`src/rtl/fsr_pkg.sv`:
```
package fsr_pkg;
    // Bit positions decoded by software; fixed by behaviour.
    localparam int OVF_BIT  = 0;
    localparam int VLD_BIT  = 1;
    localparam int TYPE_LSB = 2;
endpackage

```
`src/rtl/fsr_field_pack.sv`:
```
module fsr_field_pack
    import fsr_pkg::*;
#(
    parameter int FSR_W  = 32,
    parameter int TYPE_W = 3,
    parameter int IDX_W  = 3
) (
    input  logic [TYPE_W-1:0] flt_type,
    input  logic [IDX_W-1:0]  flt_idx,
    output logic [FSR_W-1:0]  fields
);
    localparam int IDX_LSB = TYPE_LSB + TYPE_W;

    always_comb begin
        fields                      = '0;
        fields[VLD_BIT]             = 1'b1;
        fields[TYPE_LSB +: TYPE_W]  = flt_type;
        fields[IDX_LSB +: IDX_W]    = flt_idx;
    end
endmodule

```
`src/rtl/fsr_merge.sv`:
```
module fsr_merge
    import fsr_pkg::*;
#(
    parameter int FSR_W = 32
) (
    input  logic [FSR_W-1:0] cur,
    input  logic [FSR_W-1:0] fields,
    input  logic             flt,
    input  logic             rd,
    output logic [FSR_W-1:0] nxt
);
    logic pending;

    always_comb begin
        // An unread word counts as pending unless this cycle reads it
        pending = (cur != '0) && !rd;
        nxt     = cur;
        if (flt) begin
            nxt          = '0;
            nxt[OVF_BIT] = pending;
            nxt          = nxt | fields;
        end else if (rd) begin
            nxt = '0;
        end
    end
endmodule

```
`src/rtl/fsr_trap_gate.sv`:
```
module fsr_trap_gate (
    input  logic flt,
    input  logic nofault_en,
    input  logic trap_en,
    output logic req
);
    always_comb begin
        req = flt && !nofault_en && trap_en;
    end
endmodule

```
`src/rtl/fsr_status_reg.sv`:
```
module fsr_status_reg
    import fsr_pkg::*;
#(
    parameter int FSR_W  = 32,
    parameter int TYPE_W = 3,
    parameter int IDX_W  = 3
) (
    input  logic              clk,
    input  logic              rst_n,
    input  logic              flt_stb,
    input  logic [TYPE_W-1:0] flt_type,
    input  logic [IDX_W-1:0]  flt_idx,
    input  logic              nofault_en,
    input  logic              trap_en,
    input  logic              rd_stb,
    output logic [FSR_W-1:0]  rd_data,
    output logic [FSR_W-1:0]  fsr_q,
    output logic              trap_req
);
    typedef struct packed {
        logic [FSR_W-1:0] fsr;
        logic             trap;
    } state_t;

    state_t           st_d, st_q;
    logic [FSR_W-1:0] fields;
    logic [FSR_W-1:0] merged;
    logic             trap_fire;

    fsr_field_pack #(
        .FSR_W  (FSR_W),
        .TYPE_W (TYPE_W),
        .IDX_W  (IDX_W)
    ) i_pack (
        .flt_type (flt_type),
        .flt_idx  (flt_idx),
        .fields   (fields)
    );

    fsr_merge #(
        .FSR_W (FSR_W)
    ) i_merge (
        .cur    (st_q.fsr),
        .fields (fields),
        .flt    (flt_stb),
        .rd     (rd_stb),
        .nxt    (merged)
    );

    fsr_trap_gate i_gate (
        .flt        (flt_stb),
        .nofault_en (nofault_en),
        .trap_en    (trap_en),
        .req        (trap_fire)
    );

    always_comb begin
        st_d      = st_q;
        st_d.fsr  = merged;
        st_d.trap = trap_fire;
    end

    always_ff @(posedge clk or negedge rst_n) begin
        if (!rst_n) begin
            st_q <= '0;
        end else begin
            st_q <= st_d;
        end
    end

    assign fsr_q    = st_q.fsr;
    assign rd_data  = st_q.fsr;
    assign trap_req = st_q.trap;
endmodule

```
`config.mk`:
```
export PLATFORM = sky130hd
export DESIGN_NAME = fsr_status_reg
export DESIGN_NICKNAME = d
export VERILOG_FILES = /design/src/rtl/fsr_pkg.sv /design/src/rtl/fsr_field_pack.sv /design/src/rtl/fsr_merge.sv /design/src/rtl/fsr_trap_gate.sv /design/src/rtl/fsr_status_reg.sv
export SDC_FILE = /design/constraint.sdc
export NUM_CORES = 1
export LEC_CHECK = 0
export CELL_PAD_IN_SITES_DETAIL_PLACEMENT = 1
export CELL_PAD_IN_SITES_GLOBAL_PLACEMENT = 2
export CORE_MARGIN = 4
export CORE_UTILIZATION = 31
export CTS_CLUSTER_DIAMETER = 100
export DETAILED_ROUTE_END_ITERATION = 8
export DONT_BUFFER_PORTS = 1
export MAX_ROUTING_LAYER = met4
export PLACE_DENSITY = 0.92
export RECOVER_POWER = 100
export SYNTH_ARGS = -nofsm -noshare
export SYNTH_HDL_FRONTEND = slang
export SYNTH_SLANG_ARGS = --single-unit
```
`constraint.sdc`:
```
create_clock -name clk -period 2.05 [get_ports clk]
set_input_delay 0.205 -clock clk [delete_from_list [all_inputs] [get_ports clk]]
set_output_delay 0.205 -clock clk [all_outputs]
set_load 0.02 [all_outputs]
```
Word-level counts from Yosys, hierarchy flattened
Index checks and enable logic that the tools add are counted.
Operators by class
  equal/unequal tests: 0
  shift operators: 0
  reduce and logical (&&, ||, !) cells: 7
  multipliers: 0
  $lt $le $gt $ge: 0
  mux-type cells: 2
  bitwise gates (word level): 1
  div/mod/pow operators: 0
  $add $sub $neg: 0
Operators by type and width (count)
  $mux 32: 2
  $reduce_bool 32->1: 1
  $or 1x8->8: 1
  $logic_and 1x1->1: 3
  $logic_not 1->1: 2
  $reduce_bool 2->1: 1
Word-level totals
  memory bits (writable): 0
  logic and storage cells: 12
  bits in read-only memories: 0
  input port bits: 12
  register bits after elaboration: 33
  bits in latches: 0
  memories: 0
  output and inout bits: 65

Logic depth before layout (Yosys ltp)
Gate-level depths: netlist of run 1.
  depth after elaboration: 4
  depth in mapped cells: 3
  gate-level depth less buffers: 2

Modules after synthesis
A second synthesis of run 1 with hierarchy kept.
Second synthesis, totals
  cell total of the unflattened synthesis: 157
  area total of the unflattened synthesis: 1774.2 µm²
By module, submodules not included
  fsr_status_reg: cells each 65, instances 1, area each 1066.0 µm², sequential area each 825.8 µm²
  fsr_merge: cells each 57, instances 1, area each 451.7 µm², sequential area each 0.0 µm²
  fsr_field_pack: cells each 34, instances 1, area each 247.7 µm², sequential area each 0.0 µm²
  fsr_trap_gate: cells each 1, instances 1, area each 8.8 µm², sequential area each 0.0 µm²

Worst setup path after synthesis of run 1
No wires, ideal clock.
  kind: register to register
  start point: reg st_q, in the netlist fsr_q[1]
  end point: reg st_q, in the netlist fsr_q[0]
  setup slack: 1088 ps
  stages on the path, launching flop included: 3
  data required time: 1914 ps
  arrival: 827 ps
  buffers on the path: 0
  setup time: 136 ps
  period minus slack after synthesis: 962 ps
  path through: dfrtp_1 > nor4_1 > a211oi_1
Between the ends
  word-level cells in the longest chain between the ends: 4
RTL lines
  start: declaration: RTL line fsr_status_reg.sv:25  | state_t st_d, st_q;
  start signal: assignment: RTL line fsr_status_reg.sv:67  | st_q <= st_d;
  $reduce_bool 32->1: RTL line fsr_merge.sv:16  | pending = (cur != '0) && !rd;
  $logic_and 1x1->1: RTL line fsr_merge.sv:16
  $or 1x8->8: RTL line fsr_merge.sv:21  | nxt = nxt | fields;
  $mux 32: RTL line fsr_merge.sv:18  | if (flt) begin
No other way between the ends.
A chain may end at the register's enable or synchronous reset.

Final worst setup path of run 1
  start point: reg st_q, in the netlist fsr_q[5]
  end point: reg st_q, in the netlist fsr_q[0]
The elaborated chain is that of the path after synthesis.

==> qor.csv, run 1 <==
stage,metric,value,unit
timing,slew_violations,0,
cells_and_area,area_delta_synth_final,-22.7,%
die,die_h,58.8,microns
global_routing,grt_pass1_vias,402,
clock_tree,clk-insertion-delay-late,250,ps
routing,vias,399,
timing,finalCriticalPeriod,1200,ps
worst_setup_path,max_stage_delay,540,ps
pwr,netSwitchingPower,193,uW
die,num_rows,18,
yosys,yosysTopAreaCell,buf_4,
routing,drt_first_iter_violations,14,
timing,layout_worst_path_cycle_share,58.6,%
die,pin_count,77,
clock_tree,cts_tree,done,
yosys,synthCells,92,
placed_design,gp_congestion,0.664,
die,dieArea,3460,sq um
global_routing,grt_pass1_wl,1.66,mm
yosys,synth.distinct_cells,13,
worst_setup_path,crit_slowest_cell,dfrtp_1,
yosys,synth_top_area_share,52.6,%
pwr,power_density,758,nW/um^2
pwr,seqPwrFrac,50.1,%
global_routing,overflow,0,
cells_and_area,final_cells,117,
timing,grt_setup_unrepaired,no,
die,start_util,32.3,%
placed_design,dpl.hpwl,1.13,mm
flow_run,maxCapViolations,0,
yosys,synth_top_cells_by_area,"buf_4 (53%), dfrtp_1 (28%), nand2b_1 (4.7%)",
global_routing,use_met3,2.19,%
worst_hold_path,hp-class,in -> reg,
run_status,status,completed,
timing,hold_viol,0,
worst_setup_path,critPathLaunchType,flop,
cells_and_area,drive_above_1_share,6.90,%
die,die_x,58.8,microns
worst_setup_path,path_cells,nor4_1 -> a211oi_1,
clock_tree,clkSinkCount,9,
placed_design,dp.cells,112,
yosys,ys_seq_elements,9,
cells_and_area,fillCellCount,317,
routing,avgViaCountPerCell,3.41,
pwr,peakVddDrop,0.188,mV
global_routing,antenna_found_initial,0,
routing,wl,1.34,mm
routing,ant_nets,0,
routing,drc_errors,0,
pwr,p_sw_share,41.2,%
routing,wl_per_cell,11.5,microns
global_routing,grt_max_degree,16,
worst_setup_path,cp.arrival,1320,ps
worst_setup_path,cp_data_required_time,2160,ps
global_routing,grt_usage,6.67,%
worst_setup_path,critPathCaptureType,flop,
global_routing,grt_use_met1,5.90,%
die,fp.coreArea,2480,sq um
clock_tree,clockBufferDepth,2,
timing,max_freq,832,MHz
pwr,clkPwrFrac,28.2,%
global_routing,top_usage_layer,met2,
clock_tree,cts-root-buf,clkbuf_4,
pwr,total_leakage_power,0.341,nW
timing,setup_viol,0,
worst_setup_path,crit_type,reg -> reg,
pwr,internal_power,276,uW
clock_tree,cts_buffers,3,
yosys,synth_area,800,sq um
yosys,seq_area_frac_synth,28.2,%
placed_design,portBuffers,0,
clock_tree,path_clk_slew,60,ps
yosys,yosysWarnings,0,
yosys,syn_area_per_cell,8.69,sq um
timing,setup_tns,0,ps
routing,firstDrtPassIters,2,
cells_and_area,layout.nets,100,
worst_setup_path,cp_max_fo,4,
timing,skew,3.87,ps
timing,hold_slack,25.5,ps
pwr,p_comb_share,21.8,%
clock_tree,htreeDepth,1,
global_routing,gr-usage-met2,12.1,%
cells_and_area,num_antenna_cells,0,
power groups by stage:
stage               clock, mW  sequential (mW)  combinational (mW)
floorplan                   0            0.219               0.197
global placement            0            0.238              0.0926
detailed placement          0            0.239              0.0940
CTS                     0.138            0.236              0.0992
global route            0.146            0.238               0.111
finish                  0.132            0.235               0.102
placed cells by master, fill, tap and decap left out, drive strengths merged, types with 2 or more instances in the layout:
cell and count:
conb 48, nand2 6, clkbuf 4, nand2b 6
nor4 2, o21ai 6, dfrtp 9
cells in the mapped netlist:
cell type,n
buf_4,56
a21o_2,1
inv_1,1
conb_1,1
a211oi_1,1
nor2_2,1
nand2b_1,6
dfrtp_1,9
o21ai_0,6
nand2_1,6
and3b_2,1
nor4_1,2
buf_6,1
registers in the layout, summed over array words and instances (netlist names):
signal / flops
trap_req: 1
fsr_q: 8
critical path, delay by kind of cell (launching register included):
| kind | cells | cell delay, ps |
|---|---|---|
| simple gates | 1 | 380 |
| flops | 1 | 540 |
| compound gates | 1 | 140 |
area by class of cell:
class	count	area [sq um]	area share, %
clock buffer	4	26.3	4.25
inverter	1	3.75	0.607
multi-input combinational	72	315	51.0
sequential	9	225	36.4
tap	30	37.5	6.07
timing repair buffer	1	10.0	1.62
metal layers:
metal	part of all wire, %	routed length (microns)
met2	53	719
met1	31	420
met4	0.89	12
met5	0	0
met3	14	192
path summary, 6_finish.rpt:
check,start,end,slack [ps],depth (start not counted)
setup / recovery,fsr_q[5]$_DFFE_PN0P_,fsr_q[0]$_DFFE_PN0P_,850,2
min in group asynchronous,rst_n,fsr_q[1]$_DFFE_PN0P_,320,1
hold reg to reg,fsr_q[4]$_DFFE_PN0P_,fsr_q[4]$_DFFE_PN0P_,780,2
setup reg to reg,fsr_q[5]$_DFFE_PN0P_,fsr_q[0]$_DFFE_PN0P_,850,2
hold / removal,rd_stb,fsr_q[0]$_DFFE_PN0P_,30,1
max in group asynchronous,rst_n,fsr_q[7]$_DFFE_PN0P_,1440,1
stage by stage:
stage	cell area [sq um]	total power, mW	utilization, %	worst slack (ps)
global route	618	0.494	24.9	816
detailed placement	582	0.333	23.5	852
CTS	618	0.472	24.9	835
floorplan	976	0.416	-	1090
global placement	582	0.331	23.5	887
finish	618	0.469	24.9	848
kinds of logic after synthesis:
kind of cell	share of synthesized area [%]
flip-flops	28.2
AO/OA/AOI/OAI	5.79
buffers and inverters	54.5
AND/OR/NAND/NOR	11.1
other	0.469
repair_timing:
| item | in CTS | in global routing |
|---|---|---|
| hold buffers | 1 | 0 |
| resized for setup | 0 | 0 |
| endpoints found under the hold margin | 9 | 0 |
| buffers inserted | 0 | 0 |
Note: power is estimated with default switching activity, not from simulation.
==> run 2: changes to the inputs <==
CORE_ASPECT_RATIO = 2   (was not set)
CORE_UTILIZATION = 26   (was 31)
PLACE_DENSITY = 0.83   (was 0.92)
clock period = 1.1 ns   (was 2.05 ns; I/O delays follow)
==> run 2 against run 1 <==
Sequential power grew 59%. Die area rose by 18%. Final cell count up 8.5%. Non-clock buffer count is 10 higher. Clock-buffer cell count unchanged. Global-route usage increased by 0.49 points. Utilization decreased by 1.3 points. Highest routed layer unchanged. Combinational power increased to 2.8 times the previous value.
==> qor.csv, run 2 (same netlist as run 1, synthesis figures left out) <==
stage,metric,value,unit
timing,skew,2.92,ps
cells_and_area,largest_reg_flops,8,
routing,drc_errors,0,
pwr,netSwitchingPower,384,uW
routing,drt_first_iter_violations,1,
routing,avgViaCountPerCell,3.50,
pwr,seqPwrFrac,36.3,%
clock_tree,cts_tree,done,
worst_setup_path,path_buf_inv,1,
clock_tree,hold_buffers,3,
worst_setup_path,crit_slowest_cell,dfrtp_1,
worst_hold_path,hold_end,fsr_q[4]$_DFFE_PN0P_,
clock_tree,post-cts-setup-buffers,0,
timing,grt_setup_unrepaired,no,
clock_tree,clkSinkCount,9,
placed_design,gp_congestion,0.598,
clock_tree,clk-insertion-delay-late,230,ps
clock_tree,htreeDepth,1,
global_routing,antenna_found_initial,0,
worst_hold_path,hp-class,in -> reg,
worst_setup_path,cp_max_fo,3,
pwr,p_comb_share,27.5,%
worst_setup_path,ff2ff_setup_slack,130,ps
die,die_x,47.2,microns
global_routing,grt_max_degree,16,
worst_setup_path,r2r_start,fsr_q[7]$_DFFE_PN0P_,
cells_and_area,drive_above_1_share,14.4,%
worst_setup_path,r2r_cells,3,
worst_setup_path,cp_data_required_time,990,ps
pwr,p_sw_share,37.2,%
routing,ant_nets,0,
die,die_h,86.4,microns
placed_design,dp.cells,120,
worst_setup_path,path_depth,1,
timing,finalCriticalPeriod,987,ps
cells_and_area,num_antenna_cells,0,
pwr,power_density,1480,nW/um^2
flow_run,maxCapViolations,0,
clock_tree,cts-root-buf,clkbuf_8,
pwr,internal_power,647,uW
cells_and_area,final_common_cell,conb_1,
clock_tree,cts_resized,0,
routing,wl_per_cell,11.6,microns
cells_and_area,layout.nets,110,
pwr,total_leakage_power,0.391,nW
global_routing,overflow,0,
routing,firstDrtPassIters,2,
worst_setup_path,crit_family,flip-flops,
worst_setup_path,crit_type,reg -> out,
die,num_rows,28,
die,start_util,27.2,%
clock_tree,cts_buffers,3,
placed_design,dpl.hpwl,1.24,mm
worst_setup_path,critPathCaptureType,primary output,
timing,layout_worst_path_cycle_share,89.8,%
timing,max_freq,1010,MHz
pwr,peakVddDrop,0.268,mV
timing,setup_tns,0,ps
pwr,clkPwrFrac,36.2,%
timing,hold_viol,0,
run_status,status,completed,
worst_setup_path,path_cells,clkbuf_2,
placed_design,portBuffers,0,
cells_and_area,layout_common_cells,"conb_1 (48), dfrtp_1 (9), clkbuf_2 (8)",
worst_hold_path,min_path_cells,1,
worst_hold_path,min_from,rd_stb,
global_routing,grt_pass1_wl,2.06,mm
global_routing,grt_pass1_vias,498,
die,dieArea,4080,sq um
worst_setup_path,critPathLaunchType,flop,
worst_setup_path,max_stage_delay,390,ps
clock_tree,clockBufferDepth,2,
worst_setup_path,r2r_end,fsr_q[7]$_DFFE_PN0P_,
die,fp.coreArea,2940,sq um
worst_setup_path,cp.arrival,880,ps
cells_and_area,area_delta_synth_final,-12.8,%
timing,slew_violations,0,
routing,vias,444,
timing,setup_viol,0,
routing,wl,1.48,mm
clock_tree,path_clk_slew,40,ps
cells_and_area,final_cells,127,
global_routing,grt_usage,7.16,%
die,pin_count,77,
## run 2: cell count changes in the layout (fill, tap and decap cells not counted)
cell	change
dlygate4sd3_1	+2
clkbuf_4	-3
clkbuf_8	+3
clkbuf_2	+8
## run 2: how the worst max path moves through the flow
| stage | from | end | slack [ps] |
|---|---|---|---|
| after global placement | fsr_q[5]$_DFFE_PN0P_ | fsr_q[0]$_DFFE_PN0P_ | 130 |
| after CTS | fsr_q[5]$_DFFE_PN0P_ | fsr_q[0]$_DFFE_PN0P_ | 150 |
| final | fsr_q[6]$_DFFE_PN0P_ | fsr_q[6] | 110 |
| after detailed placement | fsr_q[5]$_DFFE_PN0P_ | fsr_q[0]$_DFFE_PN0P_ | 200 |
| after global routing | fsr_q[6]$_DFFE_PN0P_ | fsr_q[6] | 80 |
| after floorplan | fsr_q[1]$_DFFE_PN0P_ | fsr_q[0]$_DFFE_PN0P_ | 140 |
## run 2: cell type report
cell class	count	area, sq um
sequential	9	225
fill	387	2250
multi-input combinational	72	315
inverter	1	3.75
clock buffer	4	45.0
timing repair buffer	11	70.1
tap	30	37.5
## run 2: power groups by stage
stage | combinational (mW) | sequential (mW) | clock [mW]
after CTS | 0.292 | 0.375 | 0.396
final | 0.284 | 0.374 | 0.373
after detailed placement | 0.273 | 0.380 | 0
after global routing | 0.309 | 0.376 | 0.402
after global placement | 0.272 | 0.377 | 0
after floorplan | 0.367 | 0.408 | 0
## run 2: stage by stage
stage / utilization [%] / hold WS, ps / setup slack (ps) / instance area, sq um / total power [mW]
3_3_place_gp: 21.8 / -185 / 128 / 642 / 0.649
3_5_place_dp: 21.8 / -185 / 204 / 642 / 0.653
4_1_cts: 24.4 / 0.333 / 149 / 717 / 1.06
5_1_grt: 23.7 / 0.478 / 76.4 / 697 / 1.09
6_report: 23.7 / 6.24 / 113 / 697 / 1.03
2_1_floorplan: - / -186 / 138 / 976 / 0.775
## run 2: per-layer routing
layer  wire (microns)  part of all wire, %  GRT usage, %  vias up
met3              175                   12          1.87        4
met5                0                    0             -        -
met1              410                   28          5.46      198
met2              880                   60          13.8       47
met4               10                 0.68          3.53        0
li1                 -                    -             -      195
==> run 3: changes to the inputs <==
CORE_ASPECT_RATIO = not set   (was 2)
CORE_UTILIZATION = 31   (was 26)
PLACE_DENSITY = 0.92   (was 0.83)
clock period = 1.2 ns   (was 1.1 ns; I/O delays follow)
==> run 3 against run 2 <==
Clock power decreased by 39%. Critical path type unchanged. Hold slack about the same. Clock-buffer cell count unchanged. Setup slack improved by 52 ps. Final cell count increased by 4.7%. Clock skew decreased by 0.91 ps. Register-to-register slack improved by 40 ps. Sequential power decreased by 8.8%.
==> qor.csv, run 3 (same netlist as run 1, synthesis figures left out) <==
stage,metric,value,unit
clock_tree,htreeDepth,1,
worst_setup_path,cp_max_fo,3,
timing,max_freq,966,MHz
flow_run,maxCapViolations,0,
clock_tree,clkSinkCount,9,
global_routing,overflow,0,
cells_and_area,largest_reg_flops,8,
die,dieArea,3460,sq um
worst_setup_path,cp.arrival,920,ps
die,pin_count,77,
clock_tree,cts_buffers,3,
clock_tree,cts_tree,done,
routing,vias,469,
clock_tree,clk-insertion-delay-late,260,ps
timing,slew_violations,0,
global_routing,grt_max_degree,11,
global_routing,grt_pass1_vias,468,
routing,firstDrtPassIters,4,
routing,drc_errors,0,
worst_setup_path,critPathLaunchType,flop,
worst_setup_path,path_cells,clkbuf_1,
cells_and_area,layout.nets,116,
cells_and_area,drive_above_1_share,12.6,%
routing,wl_per_cell,11.7,microns
placed_design,portBuffers,0,
placed_design,gp_congestion,0.747,
worst_setup_path,crit_slowest_cell,dfrtp_1,
timing,grt_setup_unrepaired,no,
worst_setup_path,max_stage_delay,380,ps
global_routing,grt_usage,8.60,%
die,die_h,58.8,microns
timing,skew,2.01,ps
worst_setup_path,path_buf_inv,1,
pwr,total_leakage_power,0.402,nW
die,fp.coreArea,2480,sq um
global_routing,grt_pass1_wl,2.12,mm
worst_setup_path,critPathCaptureType,primary output,
worst_setup_path,ff2ff_setup_slack,170,ps
routing,drt_first_iter_violations,10,
cells_and_area,finalCoreUtilization,29.5,%
timing,layout_worst_path_cycle_share,86.3,%
routing,avgViaCountPerCell,3.53,
cells_and_area,layout_common_cells,"conb_1 (48), dfrtp_1 (9), dlygate4sd3_1 (8)",
worst_setup_path,crit_type,reg -> out,
timing,finalCriticalPeriod,1040,ps
cells_and_area,area_delta_synth_final,-8.61,%
die,start_util,32.3,%
die,num_rows,18,
timing,setup_tns,0,ps
clock_tree,post-cts-setup-buffers,0,
pwr,peakVddDrop,0.376,mV
timing,setup_viol,0,
cells_and_area,num_antenna_cells,0,
pwr,power_density,1160,nW/um^2
global_routing,antenna_found_initial,0,
routing,ant_nets,0,
worst_hold_path,hp-class,in -> reg,
pwr,p_total,848,uW
placed_design,dpl.hpwl,1.22,mm
worst_setup_path,crit_family,flip-flops,
cells_and_area,final_common_cell,conb_1,
run_status,status,completed,
routing,wl,1.56,mm
worst_setup_path,cp_data_required_time,1080,ps
die,die_x,58.8,microns
clock_tree,clockBufferDepth,2,
clock_tree,path_clk_slew,60,ps
timing,hold_viol,0,
clock_tree,cts-root-buf,clkbuf_4,
==> run 3: cell types whose count changed in the layout (fill, tap and decap cells not counted), sizes merged <==
cell / previous run / this run
dlygate4sd3: 3 / 8
clkbuf: 12 / 13
==> run 3: final timing paths <==
| check | startpoint | end | depth (start not counted) |
|---|---|---|---|
| min in group asynchronous | rst_n | fsr_q[0]$_DFFE_PN0P_ | 1 |
| max in group asynchronous | rst_n | trap_req$_DFF_PN0_ | 1 |
| min reg2reg | fsr_q[2]$_DFFE_PN0P_ | fsr_q[2]$_DFFE_PN0P_ | 2 |
| max reg2reg | fsr_q[5]$_DFFE_PN0P_ | fsr_q[5]$_DFFE_PN0P_ | 3 |
| min | rd_stb | fsr_q[5]$_DFFE_PN0P_ | 1 |
| max | fsr_q[6]$_DFFE_PN0P_ | rd_data[6] | 1 |
==> run 3: final cells by class <==
class                           instances  area [sq um]
Tap cell                               30          37.5
Clock buffer                            4          26.3
Timing Repair Buffer                   17           123
Inverter                                1          3.75
Sequential cell                         9           225
Fill cell                             317          1750
Multi-Input combinational cell         72           315
==> run 3: routing by layer <==
layer / track usage (%) / part of all wire (%)
met3: 1.54 / 14
met1: 7.56 / 28
met2: 16.1 / 56
met4: 6.15 / 2.0
met5: - / 0
==> run 3: where the power goes <==
| part | switching [mW] | internal (mW) |
|---|---|---|
| Clock | 0.0996 | 0.128 |
| Combinational | 0.231 | 0.0479 |
| Sequential | 0.0168 | 0.325 |
| Total | 0.347 | 0.500 |
==> run 3: stage by stage <==
stage / hold WS [ps] / cell area, sq um / cells / worst slack [ps]
after floorplan: -176 / 976 / 139 / 238
after global placement: -175 / 649 / 121 / 266
after detailed placement: -175 / 649 / 121 / 233
after CTS: 3.05 / 756 / 133 / 217
after global routing: 6.73 / 731 / 133 / 93.7
final: 5.99 / 731 / 133 / 164
==> run 3: what timing repair did <==
item | in CTS | in global routing
hold endpoints to repair | 16 | 0
resized for setup | 0 | 0
hold buffers | 8 | 0
